File: src/rtl/fpx_pkg.sv
package fpx_pkg;
   // condition indices; the mask and the flags share this bit order
   typedef enum int unsigned {
      FPX_INV  = 0,
      FPX_DEN  = 1,
      FPX_ZDIV = 2,
      FPX_OVF  = 3,
      FPX_UNF  = 4,
      FPX_PREC = 5
   } fpx_cond_e;

   localparam int unsigned FPX_NCOND   = 6;
   localparam int unsigned FPX_WORD_W  = 16;
   localparam int unsigned FPX_SUM_POS = 7;
endpackage

File: src/rtl/fpx_mask_reg.sv
module fpx_mask_reg #(
   parameter int unsigned NCOND = 6,
   parameter int unsigned CW_W  = 16
) (
   input  logic             clk,
   input  logic             rst_n,
   input  logic             wr,
   input  logic [CW_W-1:0]  wdata,
   output logic [NCOND-1:0] mask,
   output logic [CW_W-1:0]  rdata
);
   localparam int unsigned HI_W = CW_W - NCOND;

   if (NCOND == 0 || NCOND >= CW_W) begin : g_bad_width
      $error("fpx_mask_reg: NCOND must be between 1 and CW_W-1");
   end

   logic [NCOND-1:0] mask_q;
   logic             unused_wdata_hi;

   assign unused_wdata_hi = ^wdata[CW_W-1:NCOND];

   always_ff @(posedge clk or negedge rst_n) begin
      if (!rst_n)  mask_q <= '1;
      else if (wr) mask_q <= wdata[NCOND-1:0];
   end

   assign mask  = mask_q;
   assign rdata = {{HI_W{1'b0}}, mask_q};


   mask_hold_chk: assert property (@(posedge clk) disable iff (!rst_n)
      !wr |=> $stable(mask));


   mask_load_chk: assert property (@(posedge clk) disable iff (!rst_n)
      wr |=> (mask == $past(wdata[NCOND-1:0])));
endmodule

File: src/rtl/fpx_flag_bank.sv
module fpx_flag_bank #(
   parameter int unsigned NCOND    = 6,
   parameter bit          CLR_WINS = 1'b0
) (
   input  logic             clk,
   input  logic             rst_n,
   input  logic             exc_vld,
   input  logic [NCOND-1:0] exc_bits,
   input  logic             clr,
   output logic [NCOND-1:0] flags
);
   logic [NCOND-1:0] flag_q;
   logic [NCOND-1:0] hit;

   assign hit = exc_vld ? exc_bits : '0;

   for (genvar i = 0; i < NCOND; i++) begin : g_flag
      logic nxt;
      if (CLR_WINS) begin : g_clr_first
         assign nxt = clr ? 1'b0 : (flag_q[i] | hit[i]);
      end else begin : g_new_survives
         assign nxt = (flag_q[i] & ~clr) | hit[i];
      end

      always_ff @(posedge clk or negedge rst_n) begin
         if (!rst_n) flag_q[i] <= 1'b0;
         else        flag_q[i] <= nxt;
      end


      flag_sticky_chk: assert property (@(posedge clk) disable iff (!rst_n)
         (flags[i] && !clr) |=> flags[i]);


      flag_idle_chk: assert property (@(posedge clk) disable iff (!rst_n)
         (!flags[i] && !exc_vld) |=> !flags[i]);
   end

   assign flags = flag_q;


   flag_clear_chk: assert property (@(posedge clk) disable iff (!rst_n)
      (clr && !exc_vld) |=> (flags == '0));
endmodule

File: src/rtl/fpx_defsel.sv
module fpx_defsel #(
   parameter int unsigned NCOND      = 6,
   parameter bit          REG_DEFSEL = 1'b0
) (
   input  logic             clk,
   input  logic             rst_n,
   input  logic             exc_vld,
   input  logic [NCOND-1:0] exc_bits,
   input  logic [NCOND-1:0] mask,
   output logic [NCOND-1:0] def_sel
);
   logic [NCOND-1:0] sel_c;

   assign sel_c = exc_vld ? (exc_bits & mask) : '0;

   if (REG_DEFSEL) begin : g_reg
      logic [NCOND-1:0] sel_q;
      always_ff @(posedge clk or negedge rst_n) begin
         if (!rst_n) sel_q <= '0;
         else        sel_q <= sel_c;
      end
      assign def_sel = sel_q;
   end else begin : g_comb
      logic unused_clk_rst;
      assign unused_clk_rst = clk ^ rst_n;
      assign def_sel = sel_c;
   end
endmodule

File: src/rtl/fpx_sync.sv
module fpx_sync #(
   parameter int unsigned NCOND = 6
) (
   input  logic             clk,
   input  logic             rst_n,
   input  logic [NCOND-1:0] flags,
   input  logic [NCOND-1:0] mask,
   input  logic             wait_req,
   output logic             summary,
   output logic             wait_done,
   output logic             irq
);
   logic irq_q;

   assign summary   = |(flags & ~mask);
   assign wait_done = wait_req & ~summary;

   always_ff @(posedge clk or negedge rst_n) begin
      if (!rst_n) irq_q <= 1'b0;
      else        irq_q <= summary & (irq_q | wait_req);
   end

   assign irq = irq_q;


   irq_deferred_chk: assert property (@(posedge clk) disable iff (!rst_n)
      (!wait_req && !irq) |=> !irq);


   irq_raise_chk: assert property (@(posedge clk) disable iff (!rst_n)
      (wait_req && summary) |=> irq);


   irq_drop_chk: assert property (@(posedge clk) disable iff (!rst_n)
      !summary |=> !irq);
endmodule

File: src/rtl/fpx_exc_ctrl.sv
module fpx_exc_ctrl #(
   parameter int unsigned NCOND      = fpx_pkg::FPX_NCOND,
   parameter int unsigned CW_W       = fpx_pkg::FPX_WORD_W,
   parameter int unsigned SW_W       = fpx_pkg::FPX_WORD_W,
   parameter int unsigned SUM_POS    = fpx_pkg::FPX_SUM_POS,
   parameter bit          CLR_WINS   = 1'b0,
   parameter bit          REG_DEFSEL = 1'b0
) (
   input  logic             clk,
   input  logic             rst_n,
   input  logic             exc_vld,
   input  logic [NCOND-1:0] exc_bits,
   input  logic             ctl_wr,
   input  logic [CW_W-1:0]  ctl_wdata,
   output logic [CW_W-1:0]  ctl_rdata,
   output logic [SW_W-1:0]  sts_rdata,
   input  logic             flag_clr,
   input  logic             wait_req,
   output logic             wait_done,
   output logic             irq,
   output logic [NCOND-1:0] def_sel
);
   if (SUM_POS < NCOND || SUM_POS >= SW_W) begin : g_bad_sum
      $error("fpx_exc_ctrl: SUM_POS must lie above the flags and inside the status word");
   end

   logic [NCOND-1:0] mask;
   logic [NCOND-1:0] flags;
   logic             summary;

   fpx_mask_reg #(.NCOND(NCOND), .CW_W(CW_W)) u_mask (
      .clk   (clk),
      .rst_n (rst_n),
      .wr    (ctl_wr),
      .wdata (ctl_wdata),
      .mask  (mask),
      .rdata (ctl_rdata)
   );

   fpx_flag_bank #(.NCOND(NCOND), .CLR_WINS(CLR_WINS)) u_flags (
      .clk      (clk),
      .rst_n    (rst_n),
      .exc_vld  (exc_vld),
      .exc_bits (exc_bits),
      .clr      (flag_clr),
      .flags    (flags)
   );

   fpx_defsel #(.NCOND(NCOND), .REG_DEFSEL(REG_DEFSEL)) u_defsel (
      .clk      (clk),
      .rst_n    (rst_n),
      .exc_vld  (exc_vld),
      .exc_bits (exc_bits),
      .mask     (mask),
      .def_sel  (def_sel)
   );

   fpx_sync #(.NCOND(NCOND)) u_sync (
      .clk       (clk),
      .rst_n     (rst_n),
      .flags     (flags),
      .mask      (mask),
      .wait_req  (wait_req),
      .summary   (summary),
      .wait_done (wait_done),
      .irq       (irq)
   );

   // status word assembly: flags low, summary at SUM_POS, zero elsewhere
   for (genvar b = 0; b < SW_W; b++) begin : g_sts
      if (b < NCOND) begin : g_flag
         assign sts_rdata[b] = flags[b];
      end else if (b == SUM_POS) begin : g_sum
         assign sts_rdata[b] = summary;
      end else begin : g_zero
         assign sts_rdata[b] = 1'b0;
      end
   end


   defsel_masked_chk: assert property (@(posedge clk) disable iff (!rst_n)
      ((def_sel & ~mask) == '0) || REG_DEFSEL);


   wait_ack_chk: assert property (@(posedge clk) disable iff (!rst_n)
      (wait_req && !sts_rdata[SUM_POS]) |-> wait_done);


   wait_hold_chk: assert property (@(posedge clk) disable iff (!rst_n)
      (wait_req && sts_rdata[SUM_POS]) |-> !wait_done);
endmodule

File: config.mk
export PLATFORM = sky130hd
export DESIGN_NAME = fpx_exc_ctrl
export DESIGN_NICKNAME = d
export VERILOG_FILES = /design/src/rtl/fpx_pkg.sv /design/src/rtl/fpx_mask_reg.sv /design/src/rtl/fpx_flag_bank.sv /design/src/rtl/fpx_defsel.sv /design/src/rtl/fpx_sync.sv /design/src/rtl/fpx_exc_ctrl.sv
export SDC_FILE = /design/constraint.sdc
export NUM_CORES = 1
export LEC_CHECK = 0
export BUFFER_PORTS_ARGS = -buffer_cell sky130_fd_sc_hd__buf_4
export CORE_MARGIN = 2
export CORE_UTILIZATION = 35
export DETAILED_ROUTE_END_ITERATION = 6
export HOLD_SLACK_MARGIN = 0.12
export PLACE_DENSITY = 0.88
export SLEW_MARGIN = 20
export SYNTH_ARGS = -nofsm -noshare
export SYNTH_HDL_FRONTEND = slang
export SYNTH_SLANG_ARGS = --single-unit
File: constraint.sdc
create_clock -name clk -period 1.45 [get_ports clk]
set_clock_uncertainty 0.1 [all_clocks]
set_input_delay 0.145 -clock clk [delete_from_list [all_inputs] [get_ports clk]]
set_output_delay 0.145 -clock clk [all_outputs]
set_load 0.02 [all_outputs]
==> results of run 1 <==
-- where the power goes --
group	leakage [nW]	internal, mW	total [mW]	switching (mW)
clock	0.0150	0.106	0.218	0.112
sequential	0.147	0.414	0.445	0.0311
combinational	0.503	0.239	0.483	0.244
-- state kept, by name (all words and copies together) (netlist names) --
name	count
u_flags.flags	6
u_mask.mask	6
u_sync.irq	1
-- metrics by stage --
step           instance area, um2  setup slack, ps
5_1_grt                      1348           -290.2
3_5_place_dp                989.7            41.54
2_1_floorplan               819.5           -2.712
4_1_cts                      1303           -226.4
6_report                     1348           -251.5
3_3_place_gp                989.7            51.41
-- critical path: cells and delay by family, from the launching register on --
kind | cells | cell delay [ps]
AOI/OAI and AO/OA | 1 | 90
buffers and inverters | 1 | 140
DFF | 1 | 570
and+or+nand+nor | 1 | 390
-- kinds of logic after synthesis --
| family | Yosys count |
|---|---|
| flops | 13 |
| compound gates | 10 |
| buf+inv | 29 |
| simple gates | 14 |
| other cells | 1 |
| mux | 6 |
-- cell usage after synthesis, drive strengths merged --
library cell and instances:
nor4 1, dfstp 6, nand2 6, and3 6
o22ai 3, mux2 6, or3 1, buf 22
inv 7, o32a 1, conb 1, dfrtp 7
o21ai 6
-- final cells by class --
| cell class | count | area (um2) |
|---|---|---|
| Tap cell | 27 | 33.78 |
| Inverter | 7 | 26.28 |
| Fill cell | 132 | 614.3 |
| Sequential cell | 13 | 332.8 |
| Multi-Input combinational cell | 49 | 340.3 |
| Timing Repair Buffer | 67 | 588.1 |
| Clock buffer | 4 | 26.28 |
-- metal layers --
layer / part of all wire / global-route usage
met1: 0.43 / 0.2340
met5: 0 / 0
met3: 0.052 / 0.04848
met4: 0.011 / 0.05093
met2: 0.50 / 0.3423
-- final timing paths --
kind	from	depth (start not counted)	endpoint	slack, ps
min in group asynchronous	rst_n	2	u_flags.flags[4]	150
worst max register to register	u_mask.mask[2]	3	u_sync.irq	110
max in group asynchronous	rst_n	2	u_mask.mask[5]	870
worst min register to register	u_sync.irq	1	u_sync.irq	420
worst max-delay path	u_mask.mask[1]	3	sts_rdata[7]	-250
worst min-delay path	exc_vld	3	u_flags.flags[1]	110
-- timing repair --
action,4_1_cts,5_1_grt
pin swaps,3,2
setup buffers,6,5
gates cloned,0,0
hold buffers,20,3
resized for setup,11,10
setup endpoints to repair,4,12
hold endpoints to repair,26,2
==> results.json, run 1 <==
{
  "violations": "setup timing",
  "drtPass1Iterations": 2,
  "ir_drop_mv": 0.5470,
  "vias": 742,
  "dieArea_um2": 2446,
  "ys_ff_latch": 13,
  "synth-xor-area-share": 0,
  "rsz0062_at_grt": "true",
  "synth_area_um2": 723.2,
  "finalCritPeriodShare": 1.173,
  "io_pins": 68,
  "synth_area_leaders": "dfrtp_1 (24%), dfstp_2 (22%), buf_4 (21%)",
  "dieHeight_um": 49.46,
  "drcViolationCount": 0,
  "slew_viol_final": 0,
  "postSynthCellCount": 73,
  "status": "finished, violations left",
  "synth.distinct_cells": 15,
  "antennaDiodeCount": 0,
  "grt-ovfl-total": 0,
  "gp_congestion": 0.7409,
  "nets": 169,
  "final_common_cell": "buf_4",
  "htreeDepth": 1,
  "cpPeakStageDelay_ps": 570,
  "fin_setup_tns_ps": -614.5,
  "finalSetupViolations": 8,
  "ant_nets": 0,
  "grt_usage": 0.1937,
  "totalPowerFinal_mw": 1.147,
  "synth_area_per_cell_um2": 9.907,
  "via_per_inst": 4.443,
  "powerDensity_nw_per_um2": 850.9,
  "clk_pin_slew_worst_paths_ps": 80,
  "crit_required_ps": 1210,
  "core_um2": 1962,
  "synth.top_cell.area_share": 0.2422,
  "clk_path_buf_depth": 2,
  "muxShareOfSynthArea": 0.09343,
  "finalNonFillerCells": 167,
  "slowest_stage": "dfstp_2",
  "grt_max_degree": 14,
  "grt_pass1_wl_mm": 3.532,
  "chipWidth_um": 49.46,
  "insertion_delay_ps": 270,
  "crit_arrival_ps": 1460,
  "netlist.top_cell.by_area": "dfrtp_1",
  "hold_viol": 0,
  "synthSimpleGateAreaFrac": 0.1021,
  "antenna_found_initial": 0,
  "drtIter0Drc": 6,
  "crit_chain": "o22ai_4 > or3_1 > buf_6",
  "path_class": "reg -> out",
  "grt_pass1_vias": 752,
  "startpoint_type": "flip-flop",
  "yosysWarnings": 0,
  "setup_ws_ps": -251.5,
  "initial_core_util": 0.3686,
  "worstPathMaxFanout": 3,
  "period_needed_ps": 1702,
  "post-route-util": 0.6869,
  "cts_buffers": 3,
  "hpwl_mm": 1.360,
  "drive_above_1_share": 0.5286,
  "max_freq_mhz": 587.7,
  "ys_seq_area_frac": 0.4602,
  "synth_top_family_by_area": "buffers and inverters",
  "p_leak_nw": 0.6646,
  "post-place-cells": 136,
  "hold_ws_ps": 114.0,
  "synthAdderAreaFrac": 0,
  "max-cap-violations": 0,
  "final_cell_mix": "buf_4 (38), conb_1 (19), dlygate4sd3_1 (19), buf_6 (10), dfrtp_1 (7)",
  "io_buffers": 38,
  "endpoint_kind": "output pin",
  "cts_tree": "done",
  "routed_wl_mm": 2.409,
  "cts_root_buf": "clkbuf_4",
  "cts.sinks": 13,
  "areaGrowthSynthToFinish_pct": 86.33,
  "synth_compound_area_frac": 0.08131,
  "wire_per_inst_um": 14.43,
  "core.rowCount": 16,
  "hp-class": "in -> reg"
}
Power figures use the tool's default switching activity.
==> inputs of run 2 (changes only) <==
--- a/config.mk
+++ b/config.mk
@@ -11,6 +11,7 @@
 export DETAILED_ROUTE_END_ITERATION = 6
 export HOLD_SLACK_MARGIN = 0.12
 export PLACE_DENSITY = 0.88
+export SKIP_LAST_GASP = 1
 export SLEW_MARGIN = 20
 export SYNTH_ARGS = -nofsm -noshare
 export SYNTH_HDL_FRONTEND = slang
==> run 2 against run 1 <==
  * The flow still finishes with violations (setup timing)
  * Total power up 0.37%
  * Sequential share of layout area is 0.23 points higher
  * Cell count fell by 1.2%
  * Die area unchanged
  * Clock power barely moved
  * Critical endpoint unchanged
==> results.json, run 2 (same netlist as run 1, synthesis figures left out) <==
{
  "grt_max_degree": 14,
  "core_um2": 1962,
  "cts.sinks": 13,
  "totalPowerFinal_mw": 1.151,
  "startpoint_type": "flip-flop",
  "htreeDepth": 1,
  "drtPass1Iterations": 4,
  "path_class": "reg -> out",
  "insertion_delay_ps": 270,
  "grt_usage": 0.1873,
  "status": "finished, violations left",
  "io_pins": 68,
  "wire_per_inst_um": 14.46,
  "routed_wl_mm": 2.386,
  "violations": "setup timing",
  "dieHeight_um": 49.46,
  "drcViolationCount": 0,
  "cts_buffers": 3,
  "dieArea_um2": 2446,
  "drtIter0Drc": 12,
  "post-place-cells": 136,
  "max_freq_mhz": 582.0,
  "finalSetupViolations": 9,
  "vias": 730,
  "cts_tree": "done",
  "endpoint_kind": "output pin",
  "ant_nets": 0,
  "io_buffers": 38,
  "nFillCells": 132,
  "post-route-util": 0.6805,
  "cts_root_buf": "clkbuf_4",
  "initial_core_util": 0.3686,
  "period_needed_ps": 1718,
  "final_common_cell": "buf_4",
  "dpl-instance-area_um2": 989.7,
  "setup_ws_ps": -268.1,
  "final_cell_mix": "buf_4 (38), conb_1 (19), dlygate4sd3_1 (17), buf_6 (10), dfrtp_1 (7)",
  "worstPathMaxFanout": 2,
  "drive_above_1_share": 0.5362,
  "grt_pass1_wl_mm": 3.401,
  "powerDensity_nw_per_um2": 862.0,
  "gp_congestion": 0.7409,
  "grt_pass1_vias": 751,
  "clk_path_buf_depth": 2,
  "finalCritPeriodShare": 1.185,
  "chipWidth_um": 49.46,
  "crit_arrival_ps": 1470,
  "ir_drop_mv": 0.5035,
  "rsz0062_at_grt": "true",
  "core.rowCount": 16,
  "crit_required_ps": 1210,
  "finalInstanceArea_um2": 1335,
  "hpwl_mm": 1.360,
  "clk_pin_slew_worst_paths_ps": 80,
  "grt-ovfl-total": 0,
  "areaGrowthSynthToFinish_pct": 84.60,
  "via_per_inst": 4.424,
  "antenna_found_initial": 0,
  "finalNonFillerCells": 165,
  "hold_viol": 0,
  "antennaDiodeCount": 0,
  "nets": 167,
  "max-cap-violations": 0,
  "p_leak_nw": 0.6565,
  "slew_viol_final": 0,
  "hp-class": "in -> reg"
}
## run 2: final timing paths
check | start | to | slack, ps | cells past startpoint
min in group asynchronous | rst_n | u_flags.flags[4] | 150 | 2
min | exc_vld | u_flags.flags[3] | 110 | 3
max in group asynchronous | rst_n | u_mask.mask[2] | 860 | 2
max | u_mask.mask[0] | sts_rdata[7] | -270 | 3
min reg2reg | u_sync.irq | u_sync.irq | 430 | 1
max reg2reg | u_mask.mask[5] | u_sync.irq | 90 | 3
## run 2: routing by layer
| layer | vias to the layer above | track usage | wire (um) |
|---|---|---|---|
| li1 | 334 | - | - |
| met5 | - | 0 | 0 |
| met1 | 345 | 0.2151 | 925 |
| met3 | 8 | 0.03939 | 130 |
| met2 | 43 | 0.3514 | 1265 |
| met4 | 0 | 0.04630 | 65 |
## run 2: timing repair
action,CTS,global route
hold buffers,20,0
endpoints found under the hold margin,26,0
endpoints found under the setup margin,4,11
buffers inserted,6,4
pin swaps,3,2
resized for setup,7,14
## run 2: stage by stage
step	TNS (ps)	setup slack, ps	hold slack (ps)
2_1_floorplan	-2.712	-2.712	-250.6
3_3_place_gp	0	51.41	-107.6
3_5_place_dp	0	41.54	-110.6
4_1_cts	-447.9	-226.4	151.7
5_1_grt	-1248	-306.4	132.5
6_report	-813.3	-268.1	107.4
## run 2: critical path: stages (launching register included)
cell and delay, ps:
dfstp_2 570, o22ai_4 80, or3_1 400, buf_6 150
## run 2: final cells by class
cell class,instances,area [um2],area share
Tap cell,27,33.78,0.02530
Clock buffer,4,26.28,0.01968
Inverter,7,26.28,0.01968
Multi-Input combinational cell,49,347.8,0.2605
Sequential cell,13,332.8,0.2493
Timing Repair Buffer,65,568.0,0.4255
## run 2: power by group
group	switching (mW)	total, mW	internal (mW)
logic	0.245	0.484	0.239
clock network	0.112	0.219	0.106
registers	0.0339	0.448	0.414
total	0.391	1.15	0.760
